File: config.mk
export PLATFORM = sky130hd
export DESIGN_NAME = dma_read_mover
export DESIGN_NICKNAME = d
export VERILOG_FILES = /design/src/rtl/dma_read_mover.sv
export SDC_FILE = /design/constraint.sdc
export NUM_CORES = 1
export LEC_CHECK = 0
export ABC_CLOCK_PERIOD_IN_PS = 6200
export BUFFER_PORTS_ARGS = -buffer_cell sky130_fd_sc_hd__buf_2
export CAP_MARGIN = 15
export CELL_PAD_IN_SITES_DETAIL_PLACEMENT = 1
export CELL_PAD_IN_SITES_GLOBAL_PLACEMENT = 2
export CORE_MARGIN = 4
export CORE_UTILIZATION = 42
export CTS_CLUSTER_DIAMETER = 60
export CTS_CLUSTER_SIZE = 12
export DETAILED_ROUTE_END_ITERATION = 8
export PLACE_DENSITY = 0.85
export SLEW_MARGIN = 20
export SYNTH_ARGS = -nofsm -noshare
export SYNTH_HDL_FRONTEND = slang
export SYNTH_SLANG_ARGS = --single-unit
export TNS_END_PERCENT = 20
File: constraint.sdc
create_clock -name clk -period 6.2 [get_ports clk]
set_clock_uncertainty 0.15 [all_clocks]
set_input_delay 0.93 -clock clk [delete_from_list [all_inputs] [get_ports clk]]
set_output_delay 0.93 -clock clk [all_outputs]
set_load 0.03 [all_outputs]
File: src/rtl/dma_read_mover.sv
module dma_read_mover #(
  parameter int AW = 32,
  parameter int DW = 32,
  parameter int LW = 16,
  parameter int MAX_BURST = 4,
  parameter bit BURST_EN = 1'b1,
  localparam int MB = BURST_EN ? MAX_BURST : 1,
  localparam int BCW = $clog2(MB + 1)
) (
  input  logic           clk,
  input  logic           rst_n,
  input  logic           cmd_valid,
  output logic           cmd_ready,
  input  logic [AW-1:0]  cmd_addr,
  input  logic [LW-1:0]  cmd_len,
  input  logic           cmd_incr,
  input  logic           cmd_mark,
  output logic           rd_req,
  input  logic           rd_gnt,
  output logic [AW-1:0]  rd_addr,
  output logic [BCW-1:0] rd_burst,
  input  logic           rd_rvalid,
  input  logic [DW-1:0]  rd_rdata,
  output logic           out_valid,
  input  logic           out_ready,
  output logic [DW-1:0]  out_data,
  output logic           out_sop,
  output logic           out_eop,
  output logic           sts_valid,
  output logic [LW-1:0]  sts_words
);
  localparam int DEPTH = 2 * MB;
  localparam int PW = $clog2(DEPTH);
  localparam int CW = $clog2(DEPTH + 1);
  localparam int BYTES = DW / 8;

  logic          busy, incr_q, mark_q;
  logic [AW-1:0] addr_q;
  logic [LW-1:0] len_q, left_q, done_q;
  logic [DW-1:0] buf_q [DEPTH];
  logic [PW-1:0] wp, rp;
  logic [CW-1:0] occ, infl;
  logic [BCW-1:0] blen;
  logic accept, grant, pop, last_pop, room;

  always_comb begin
    if (!incr_q) blen = BCW'(1);
    else if (left_q >= LW'(MB)) blen = BCW'(MB);
    else blen = left_q[BCW-1:0];
  end

  assign room = ({1'b0, occ} + {1'b0, infl} + (CW+1)'(blen)) <= (CW+1)'(DEPTH);

  assign cmd_ready = !busy;
  assign accept    = cmd_valid && cmd_ready;
  assign rd_req    = busy && (left_q != '0) && room;
  assign grant     = rd_req && rd_gnt;
  assign rd_addr   = addr_q;
  assign rd_burst  = blen;

  assign out_valid = (occ != '0);
  assign out_data  = buf_q[rp];
  assign pop       = out_valid && out_ready;
  assign last_pop  = pop && (done_q == len_q - LW'(1));
  assign out_sop   = mark_q && (done_q == '0);
  assign out_eop   = mark_q && (done_q == len_q - LW'(1));

  always_ff @(posedge clk)
    if (rd_rvalid) buf_q[wp] <= rd_rdata;

  always_ff @(posedge clk or negedge rst_n) begin
    if (!rst_n) begin
      busy      <= 1'b0;
      incr_q    <= 1'b0;
      mark_q    <= 1'b0;
      addr_q    <= '0;
      len_q     <= '0;
      left_q    <= '0;
      done_q    <= '0;
      wp        <= '0;
      rp        <= '0;
      occ       <= '0;
      infl      <= '0;
      sts_valid <= 1'b0;
      sts_words <= '0;
    end else begin
      sts_valid <= 1'b0;
      if (accept) begin
        addr_q <= cmd_addr;
        incr_q <= cmd_incr;
        mark_q <= cmd_mark;
        len_q  <= cmd_len;
        left_q <= cmd_len;
        done_q <= '0;
        busy   <= (cmd_len != '0);
        if (cmd_len == '0) begin
          sts_valid <= 1'b1;
          sts_words <= '0;
        end
      end
      if (grant) begin
        left_q <= left_q - LW'(blen);
        if (incr_q) addr_q <= addr_q + AW'(blen) * AW'(BYTES);
      end
      if (pop) begin
        done_q <= done_q + LW'(1);
        rp     <= (rp == PW'(DEPTH - 1)) ? '0 : rp + PW'(1);
      end
      if (last_pop) begin
        busy      <= 1'b0;
        sts_valid <= 1'b1;
        sts_words <= len_q;
      end
      if (rd_rvalid) wp <= (wp == PW'(DEPTH - 1)) ? '0 : wp + PW'(1);
      occ  <= occ + CW'(rd_rvalid) - CW'(pop);
      infl <= infl + (grant ? CW'(blen) : CW'(0)) - CW'(rd_rvalid);
    end
  end
endmodule

* Word level (Yosys, flattened, before mapping)
Memories as Yosys holds them, arrays and structs flattened.
Index checks and enable logic that the tools add are counted.
** Word-level totals
- Flip-flop bits (word level) :: 114
- Memory bits (writable) :: 256
- Input bits :: 88
- Output and inout port bits :: 89
- Logic and storage cells :: 72
- Memories kept :: 1
** Memory list
- buf_q :: depth 8, bits a word 32, read ports 1, clocked after memory_dff 0, write ports 1, line 40 : logic [DW-1:0] buf_q [DEPTH];
** Cells by class
- Add/sub/neg operators :: 12
- Order comparisons :: 2
- Equality and inequality tests :: 3
- Muxes and demuxes :: 22
- Reductions and logical operators :: 19
** Operators with widths (number)
- 2-to-1 mux 16 bit :: 7
- 2-to-1 mux 32 bit :: 3
- adder 32 x 5 -> 32 bit :: 1
- zero test 16 bit :: 2
- nonzero test 16 bit :: 2
- adder 16 x 1 -> 16 bit, second input constant :: 1
- == test 16 bit :: 1
- greater-or-equal comparator 16 x 3 -> 1 bit, second input constant :: 1
- subtractor 16 x 1 -> 16 bit, second input constant :: 1
- subtractor 16 x 3 -> 16 bit :: 1
- 2-to-1 mux 3 bit :: 5
- logical AND 1 bit :: 8
- nonzero test 2 bit :: 4
- subtractor 4 x 1 -> 4 bit :: 2
- 2-to-1 mux 1 bit :: 7
- adder 3 x 1 -> 3 bit, second input constant :: 2
- == test 3 bit, second input constant :: 2
- adder 4 x 4 -> 5 bit :: 1
- adder 5 x 3 -> 5 bit :: 1
- less-or-equal comparator 5 x 4 -> 1 bit, second input constant :: 1
- adder 4 x 1 -> 4 bit :: 1
- adder 4 x 3 -> 4 bit :: 1
- nonzero test 4 bit :: 1
- AND reduction 2 bit :: 1
- zero test 1 bit :: 1

* Logic depth before layout (Yosys ltp)
Gate-level depths: netlist of the first run.
- Depth in word-level cells :: 10
- Gate-level depth with buffers :: 20
- Mapped depth without buffers :: 19

* Worst setup path after synthesis of the first run
Ideal clock, no wire load.
- Path type :: register to register
- Start point :: register left_q[8]
- End point :: register infl[2]
- Library setup time :: 0.123 ns
- Arrival :: 5.533 ns
- Required time :: 5.927 ns
- Slack :: 0.395 ns
- Stages on the path, launching flop included :: 19
- Path buffers :: 1
- Clock period less this slack :: 5.805 ns
- Path through :: dfrtp_1 > or4_1 > nor4_2 > and3_1 > nand3_1 > inv_1 > fa_1 > ha_1 > fa_1 > o31ai_1 > nand2_1 > nor4b_1 > clkbuf_1 > nand2_1 > ha_1 > inv_1 > ha_1 > fa_1 > xor2_1
** Between the ends
- Cells in the longest elaborated chain, start to end :: 10
- Elaborated cells on any way between the ends :: 12
- Classes of those cells :: add/sub: 3; order compare: 2; mux: 3; reduce/logical: 4
** RTL lines
- start, declared :: line 39 : logic [LW-1:0] len_q, left_q, done_q;
- start signal, assigned :: line 93 : left_q <= cmd_len;
- start signal, assigned :: line 102 : left_q <= left_q - LW'(blen);
- greater-or-equal comparator 16 x 3 -> 1 bit (*) :: line 48 : else if (left_q >= LW'(MB)) blen = BCW'(MB);
- 2-to-1 mux 3 bit (*) :: line 48
- 2-to-1 mux 3 bit (*) :: line 47 : if (!incr_q) blen = BCW'(1);
- via rd_burst[1] :: line 21 : output logic [BCW-1:0] rd_burst,
- adder 5 x 3 -> 5 bit :: line 52 : assign room = ({1'b0, occ} + {1'b0, infl} + (CW+1)'(blen)) <= (CW+1)'(DEPTH);
- less-or-equal comparator 5 x 4 -> 1 bit :: line 52
- logical AND 1 bit :: line 56 : assign rd_req = busy && (left_q != '0) && room;
- logical AND 1 bit :: line 57 : assign grant = rd_req && rd_gnt;
- 2-to-1 mux 3 bit (*) :: line 116 : infl <= infl + (grant ? CW'(blen) : CW'(0)) - CW'(rd_rvalid);
- adder 4 x 3 -> 4 bit (*) :: line 116
- subtractor 4 x 1 -> 4 bit (*) :: line 116
- end signal, assigned :: line 116
- end, declared :: line 42 : logic [CW-1:0] occ, infl;
Mark *: on every way through the listed nets, which the timed path passes. The rest lies on a longest branch.
A chain may end at the register's enable or synchronous reset.

* Worst setup path after layout of the first run
- Start point :: register left_q[8]
- End point :: output port rd_req
** Between the ends
- Cells in the longest elaborated chain, start to end :: 6
- Elaborated cells on any way between the ends :: 8
- Classes of those cells :: add/sub: 1; order compare: 2; mux: 2; reduce/logical: 3
** RTL lines
- greater-or-equal comparator 16 x 3 -> 1 bit :: line 48
- 2-to-1 mux 3 bit :: line 48
- 2-to-1 mux 3 bit :: line 47
- adder 5 x 3 -> 5 bit :: line 52
- less-or-equal comparator 5 x 4 -> 1 bit :: line 52
- logical AND 1 bit (*) :: line 56
- end, declared :: line 18 : output logic rd_req,
Every way passes the cells marked *; elsewhere a longest branch is shown, timed or not.

==> results of run 1 <==
layer usage:
layer  share of wire, %  vias to the layer above
met5               0.11                        -
met4                1.4                        8
met3                5.8                       45
met2                 50                      288
met1                 42                     5355
li1                   -                     4734
synthesized netlist by cell type (6+ instances only):
cell type and n:
ha_1 26, and4_1 6, nand3_1 36, xnor2_1 20
nand4_1 9, clkbuf_1 37, and3_1 12, nor4_1 13
nor2_1 73, a21oi_1 35, xor2_1 9, edfxtp_1 256
dfrtp_1 114, mux2_2 35, a31oi_1 8, o211ai_1 7
mux2i_1 20, a311oi_1 10, mux4_2 64, o21ai_0 49
inv_1 49, nand2_1 135, a211oi_1 11, a21o_1 6
buf_1 9, nor3_1 19, fa_1 8
worst reg2reg max path: cells and delay by family (launching register included):
family          cells  cell delay, ns
flops               1            0.42
fa+ha+maj           3            1.12
buf+inv             3            0.70
simple gates        6            2.02
compound gates      4            1.07
state kept, by name, indices dropped and copies added (netlist names), 3 cells and up:
register	flops
left_q	16
rp	3
sts_words	16
len_q	16
occ	4
wp	3
infl	4
rd_addr	32
buf_q	256
done_q	16
cells by family after synthesis:
kind of cell	Yosys count	share of synthesized area [%]
simple gates	339	9.85
xor+xnor	29	1.55
fa+ha+maj	34	2.96
mux	119	12.4
buf+inv	102	2.50
flops	370	64.3
compound gates	161	6.45
area by class of cell:
class,instances,area [sq um]
sequential,370,10500
clock buffer,52,1080
clock inverter,12,190
antenna,1,2.50
timing repair buffer,199,1060
fill,3885,19400
tap,518,648
inverter,50,188
multi-input combinational,682,5530
power by group:
part	total, mW	switching, mW	internal, mW
combinational	3.66	2.22	1.44
sequential	3.60	0.456	3.14
clock	2.33	1.00	1.33
total	9.59	3.68	5.91
worst paths after layout:
path | startpoint | depth (start not counted) | end | slack, ns
setup / recovery | left_q[8] | 12 | rd_req | 0.41
hold / removal | rst_n | 1 | sts_valid | 0.25
setup reg to reg | left_q[8] | 16 | rd_addr[12] | 0.63
hold reg to reg | rd_addr[1] | 2 | rd_addr[1] | 0.33
max in group asynchronous | rst_n | 2 | rd_addr[27] | 4.62
min in group clk | rd_addr[1] | 2 | rd_addr[1] | 0.33
repair_timing:
| action | 4_1_cts | 5_1_grt |
|---|---|---|
| setup buffers | 0 | 0 |
| gates resized for setup | 0 | 1 |
| setup endpoints to repair | 0 | 1 |
==> metrics.cfg, run 1 <==
[cells_and_area]
drive_gt1_share_pct=28.0
syn_to_final_growth_pct=17.3
final_util_pct=49.8
final_nets=1466
finish.instance_area_sq_mm=0.0192
mostFrequentLayoutCell=edfxtp_1
final_cell_mix=edfxtp_1, buf_2, nand2_1
final_cells=1884

[drt]
drtAntennaViolNets=0
drt-initial-drc-count=629
vias=10400
drc=0
routed_wl_microns=41800
wl_per_cell_microns=22.2
vias_per_cell=5.54
dr.pass1.iters=5

[sta]
slew_violations=0
fmax_ghz=0.173
final.setup.worst_slack_ns=0.406
rsz0062_at_grt=false
final_hold_viol_count=0
fin_tns_setup_ns=0
final.min_clock_period_ns=5.79
finalCritPeriodShare_pct=93.5
tightest_slew_ns=0.917
relSlewSlack_pct=38.9
hold_slack_ns=0.251
setup_viol=0

[worst_setup_path]
critPathMaxFanout=5
worstPathCellList=or4_1, nor4_2, and3_1, nand3_1, inv_1, fa_1, ha_1, fa_1, o31ai_2, nand2_1, nor3_1, buf_2
crit_type=reg2out
crit_top_cell=fa_1
worst_setup_path_start_kind=flop
arrival_ns=4.71
cp_top_family=simple AND/OR/NAND/NOR gates
cp_slowest_cell=or4_1
critPathMaxStageDelay_ns=0.58
end_kind=output pin
required_ns=5.12
cp.buffers_inverters=2

[clocking]
cts_tree=done
cts_buffers=41
cts_hold_buf=0
cts_buffer_depth=3
htree_num_levels=2
clock_sinks=370
clkSlewWorstSetupHoldPaths_ns=0.06
clk_latency_ns=0.57
clock_tree.root_cell=clkbuf_16

[yosys]
synth-async-reset-ratio_pct=30.8
ys_warn_count=0
syn-num-nets=1276
ys_dominant_reg_cell=edfxtp_1
synth-edff-count=256
synthTopCellsByArea=edfxtp_1, dfrtp_1, mux4_2
synth_area_sq_mm=0.0164
postSynthAreaPerCell_sq_um=14.2
synthCells=1154
ys_types=63
seq_area_frac_synth_pct=64.3
ys_seq_elements=370
synth_top_area_cell=edfxtp_1
synth_top_area_share_pct=46.9

[grt]
grt_max_degree=80
grt_antenna_before_repair=4
grt_pass1_vias=11400
met3_usage_pct=4.03
grt_overflow=0
grt_pass1_wl_microns=65900
busiest_layer=met2
met2_usage_pct=34.4
track_usage_pct=20.1
use_met1_pct=26.9

[floorplan]
coreArea_sq_mm=0.0386
fp.dieH_microns=206
dieArea_sq_mm=0.0423
fp.dieW_microns=206
ios=177
rows=72
initial_core_util_pct=42.4

[placement]
gp_congestion=0.812
dpl.hpwl_microns=27100
dp_cells=1819
portBuffers=176
place_area_sq_mm=0.0180
pre_cts_slack_ns=0.594

[power]
cellPowerDensity_mw_per_mm2=499
total_power_mw=9.59
leakage_nw=7.43
peakVddDrop_mv=0.408

[run]
cap_violations=0

[status]
status=finished, final reports clean

[min_path]
min_path_type=in2async

No activity file was read; power rests on OpenSTA's default activity.
==> run 2: changes to the inputs <==
--- a/config.mk
+++ b/config.mk
@@ -5,7 +5,7 @@
 export SDC_FILE = /design/constraint.sdc
 export NUM_CORES = 1
 export LEC_CHECK = 0
-export ABC_CLOCK_PERIOD_IN_PS = 6200
+export ABC_CLOCK_PERIOD_IN_PS = 5650
 export BUFFER_PORTS_ARGS = -buffer_cell sky130_fd_sc_hd__buf_2
 export CAP_MARGIN = 15
 export CELL_PAD_IN_SITES_DETAIL_PLACEMENT = 1
==> constraint.sdc (replaced) <==
create_clock -name clk -period 5.65 [get_ports clk]
set_clock_uncertainty 0.15 [all_clocks]
set_input_delay 0.8475 -clock clk [delete_from_list [all_inputs] [get_ports clk]]
set_output_delay 0.8475 -clock clk [all_outputs]
set_load 0.03 [all_outputs]
==> run 2 against run 1 <==
- worst setup slack got worse by 0.11 ns
- combinational power is 9.3% higher
- clock power rose by 6%
- sequential share of layout area hardly changed
- utilization about the same
- via count grew 0.35%
- register-to-register slack got worse by 0.13 ns
- die area unchanged
- sequential cell count did not move
- wire length shrank 0.83%
- largest cell class unchanged
- highest routed layer is now met4
==> metrics.cfg, run 2 (synthesis results as in run 1) <==
[drt]
vias_per_cell=5.55
routed_wl_microns=41500
drc=0
wl_per_cell_microns=22.0
drt-initial-drc-count=658
drtAntennaViolNets=0
vias=10500
dr.pass1.iters=4

[clocking]
cts_tree=done
cts_buffer_depth=3
cts_buffers=41
clk_latency_ns=0.57
clock_tree.root_cell=clkbuf_16
htree_num_levels=2
clkSlewWorstSetupHoldPaths_ns=0.06
clock_sinks=370
cts_hold_buf=0

[placement]
dp_cells=1824
portBuffers=176
pre_cts_slack_ns=0.349
gp_congestion=0.836
place_area_sq_mm=0.0180
dpl.hpwl_microns=27800

[sta]
finalCritPeriodShare_pct=94.7
rsz0062_at_grt=false
setup_viol=0
final_hold_viol_count=0
tightest_slew_ns=1.05
fmax_ghz=0.187
relSlewSlack_pct=29.8
slew_violations=0
fin_tns_setup_ns=0
final.setup.worst_slack_ns=0.301
final.min_clock_period_ns=5.35

[status]
status=finished, final reports clean

[grt]
grt_pass1_vias=11400
grt_pass1_wl_microns=65600
grt_overflow=0
grt_antenna_before_repair=0
track_usage_pct=20.0
grt_max_degree=58

[worst_setup_path]
r2r_slack_ns=0.50
arrival_ns=4.35
required_ns=4.65
critPathMaxFanout=5
worst_setup_path_start_kind=flop
r2r_cells=18
r2r-start=left_q[8]
crit_type=reg2out
end_kind=output pin
critPathLaunch=left_q[8]
regToRegEndpoint=infl[3]

[floorplan]
fp.dieW_microns=206
fp.dieH_microns=206
coreArea_sq_mm=0.0386
ios=177
initial_core_util_pct=42.4
dieArea_sq_mm=0.0423
rows=72

[power]
leakage_nw=7.46
cellPowerDensity_mw_per_mm2=543
total_power_mw=10.5
peakVddDrop_mv=0.390

[cells_and_area]
final_cells=1887
drive_gt1_share_pct=28.5
largest_register=buf_q
finish.instance_area_sq_mm=0.0192
final_nets=1471
largest_reg_flops=256
final_cell_mix=edfxtp_1, buf_2, nand2_1
syn_to_final_growth_pct=17.4
mostFrequentLayoutCell=edfxtp_1

[min_path]
min_path_type=in2async

[run]
cap_violations=0

run 2: changes by cell type in the layout (fill, tap and decap cells not counted), sizes merged:
cell | previous run | this run
buf | 199 | 203
bufinv | 2 | 1
clkbuf | 52 | 47
clkinv | 4 | 12
clkinvlp | 2 | 0
inv | 54 | 53
run 2: worst max-delay path by stage:
stage | endpoint | slack (ns)
floorplan | infl[2] | 0.02
global placement | infl[2] | 0.56
detailed placement | infl[3] | 0.35
CTS | rd_req | 0.07
global route | rd_req | 0.05
finish | rd_req | 0.30
run 2: layer usage:
layer | up-vias | routed length [microns] | global-route usage [%]
met5 | - | 0 | 0
met4 | 0 | 596 | 3.85
met3 | 44 | 2260 | 4.40
met2 | 249 | 21000 | 34.4
met1 | 5417 | 17600 | 26.4
li1 | 4756 | - | -
run 2: report_power, final:
part           internal [mW]  switching, mW
registers               3.45          0.538
logic                   1.60           2.39
clock network           1.40           1.08
total                   6.45           4.01
run 2: timing repair:
action / 4_1_cts / 5_1_grt
endpoints found under the setup margin: 0 / 2
gates resized for setup: 0 / 5
buffers inserted: 0 / 0
run 2: per-stage QoR:
step / hold WS (ns) / util, %
after floorplan: 0.302 / -
after global placement: 0.309 / 46.6
after detailed placement: 0.316 / 46.6
after CTS: 0.0410 / 49.7
after global routing: 0.0518 / 49.8
final: 0.0553 / 49.8
run 2: area by class of cell:
type | instances | area, sq um
tap | 518 | 648
multi-input combinational | 682 | 5540
inverter | 50 | 188
sequential | 370 | 10500
fill | 3879 | 19400
clock inverter | 16 | 171
clock buffer | 46 | 1050
antenna | 1 | 2.50
timing repair buffer | 204 | 1100
run 2: critical path, stage by stage (launching register included):
cell	delay, ns
dfrtp_1	0.42
or4_1	0.60
nor4_4	0.26
and3_1	0.21
nand3_1	0.11
inv_2	0.12
fa_1	0.41
ha_1	0.24
fa_1	0.45
o31ai_2	0.33
nand2_1	0.18
nor3_2	0.21
clkbuf_4	0.24
==> run 3: changes to the inputs <==
--- a/config.mk
+++ b/config.mk
@@ -11,11 +11,11 @@
 export CELL_PAD_IN_SITES_DETAIL_PLACEMENT = 1
 export CELL_PAD_IN_SITES_GLOBAL_PLACEMENT = 2
 export CORE_MARGIN = 4
-export CORE_UTILIZATION = 42
+export CORE_UTILIZATION = 35
 export CTS_CLUSTER_DIAMETER = 60
 export CTS_CLUSTER_SIZE = 12
 export DETAILED_ROUTE_END_ITERATION = 8
-export PLACE_DENSITY = 0.85
+export PLACE_DENSITY = 0.74
 export SLEW_MARGIN = 20
 export SYNTH_ARGS = -nofsm -noshare
 export SYNTH_HDL_FRONTEND = slang
==> run 3 against run 2 <==
- register-to-register slack got worse by 0.08 ns
- sequential share of layout area decreased by 0.40 points
- critical path depth increased by 1
- sequential cell count unchanged
- count of clock-buffer cells in the layout increased by 7
- wire length increased by 1.2%
- sequential power decreased by 1%
- non-clock buffer count increased by 2
- combinational power about the same
- via count decreased by 0.31%
- worst setup slack got worse by 0.019 ns
- largest power group unchanged
==> metrics.cfg, run 3 (synthesis results as in run 1) <==
[grt]
met2_usage_pct=28.3
grt_antenna_before_repair=2
grt_pass1_vias=11400
use_met1_pct=22.6
track_usage_pct=16.7
grt_pass1_wl_microns=66600
grt_overflow=0
grt_max_degree=58
met3_usage_pct=3.37
busiest_layer=met2

[cells_and_area]
final_cell_mix=edfxtp_1, buf_2, nand2_1
syn_to_final_growth_pct=18.2
largest_reg_flops=256
drive_gt1_share_pct=28.5
finish.instance_area_sq_mm=0.0194
final_util_pct=41.7
largest_register=buf_q
mostFrequentLayoutCell=edfxtp_1
final_nets=1473
final_cells=1982

[placement]
gp_congestion=0.777
dpl.hpwl_microns=27800
dp_cells=1915
portBuffers=176
place_area_sq_mm=0.0181

[sta]
relSlewSlack_pct=44.3
finalCritPeriodShare_pct=95.0
final.min_clock_period_ns=5.37
final_hold_viol_count=0
tightest_slew_ns=0.823
fin_tns_setup_ns=0
slew_violations=0
fmax_ghz=0.186
setup_viol=0
hold_slack_ns=0.121
rsz0062_at_grt=false

[power]
comb_power_share_pct=38.5
leakage_nw=7.46
power_switching_mw=4.01
pwr-share-clk_pct=23.9
power_frac_seq_pct=37.7
p_int_mw=6.44
peakVddDrop_mv=0.421
cellPowerDensity_mw_per_mm2=539
sw_frac_of_total_pct=38.3

[floorplan]
fp.dieH_microns=224
ios=177
dieArea_sq_mm=0.0504
rows=79
coreArea_sq_mm=0.0465
fp.dieW_microns=224
initial_core_util_pct=35.3

[status]
status=finished, final reports clean

[clocking]
clock_tree.root_cell=clkbuf_16
cts_buffers=41
cts_resized=0
clkSlewWorstSetupHoldPaths_ns=0.06
cts_hold_buf=0
clock_sinks=370
cts_buffer_depth=3
postCtsSetupRepairBufs=0
clk_latency_ns=0.56
htree_num_levels=2
cts_tree=done

[min_path]
min_path_type=in2async

[drt]
vias=10400
drtAntennaViolNets=0
drt-initial-drc-count=536
drc=0
wl_per_cell_microns=21.2
routed_wl_microns=42000
vias_per_cell=5.26
dr.pass1.iters=4

[worst_setup_path]
crit_type=reg2out
required_ns=4.65
worst_setup_path_start_kind=flop
end_kind=output pin
critPathLaunch=left_q[8]
critPathMaxFanout=6
arrival_ns=4.37
r2r-start=left_q[8]

[run]
cap_violations=0

run 3: cell types whose count changed in the layout (fill, tap and decap cells not counted), sizes merged:
cell	change
bufinv	-1
clkinv	-4
buf	+3
inv	-1
clkbuf	+6
clkinvlp	+3
run 3: cell type report:
| class | count | area, sq um |
|---|---|---|
| clock buffer | 53 | 1110 |
| fill | 4861 | 27100 |
| multi-input combinational | 682 | 5540 |
| inverter | 50 | 188 |
| timing repair buffer | 206 | 1120 |
| clock inverter | 13 | 120 |
| tap | 607 | 759 |
| sequential | 370 | 10500 |
| antenna | 1 | 2.50 |
run 3: metal layers:
layer,share of wire [%],wire length (microns)
met4,1.8,739
met5,0.060,25
met1,44,18400
met3,5.5,2300
met2,49,20600
run 3: path summary, 6_finish.rpt:
check,endpoint,slack [ns],cells past startpoint
min reg2reg,rd_addr[0],0.32,2
min in group clk,rd_addr[0],0.32,3
max,rd_req,0.28,13
min,rd_addr[0],0.12,1
max in group asynchronous,infl[1],4.20,2
max reg2reg,infl[3],0.42,19
run 3: power groups by stage:
stage,clock (mW),sequential (mW),combinational [mW]
detailed placement,0,4.00,4.05
global placement,0,3.96,3.97
floorplan,0,3.93,2.83
CTS,2.58,3.95,4.07
global route,2.70,4.02,4.43
finish,2.49,3.94,4.02
run 3: critical path, cell delays in order (launching register included):
cell and delay, ns:
dfrtp_1 0.41, or4_1 0.57, nor4_2 0.24, buf_4 0.18, and3_1 0.18, nand3_1 0.09, inv_1 0.11, fa_1 0.40
ha_1 0.24, fa_1 0.47, o31ai_2 0.31, nand2_1 0.17, nor3_2 0.19, buf_2 0.24
run 3: stage by stage:
stage	worst slack, ns	power, mW
after CTS	0.0930	10.6
after global routing	0.0406	11.2
after detailed placement	0.403	8.05
final	0.282	10.5
after floorplan	0.0209	6.75
after global placement	0.502	7.93
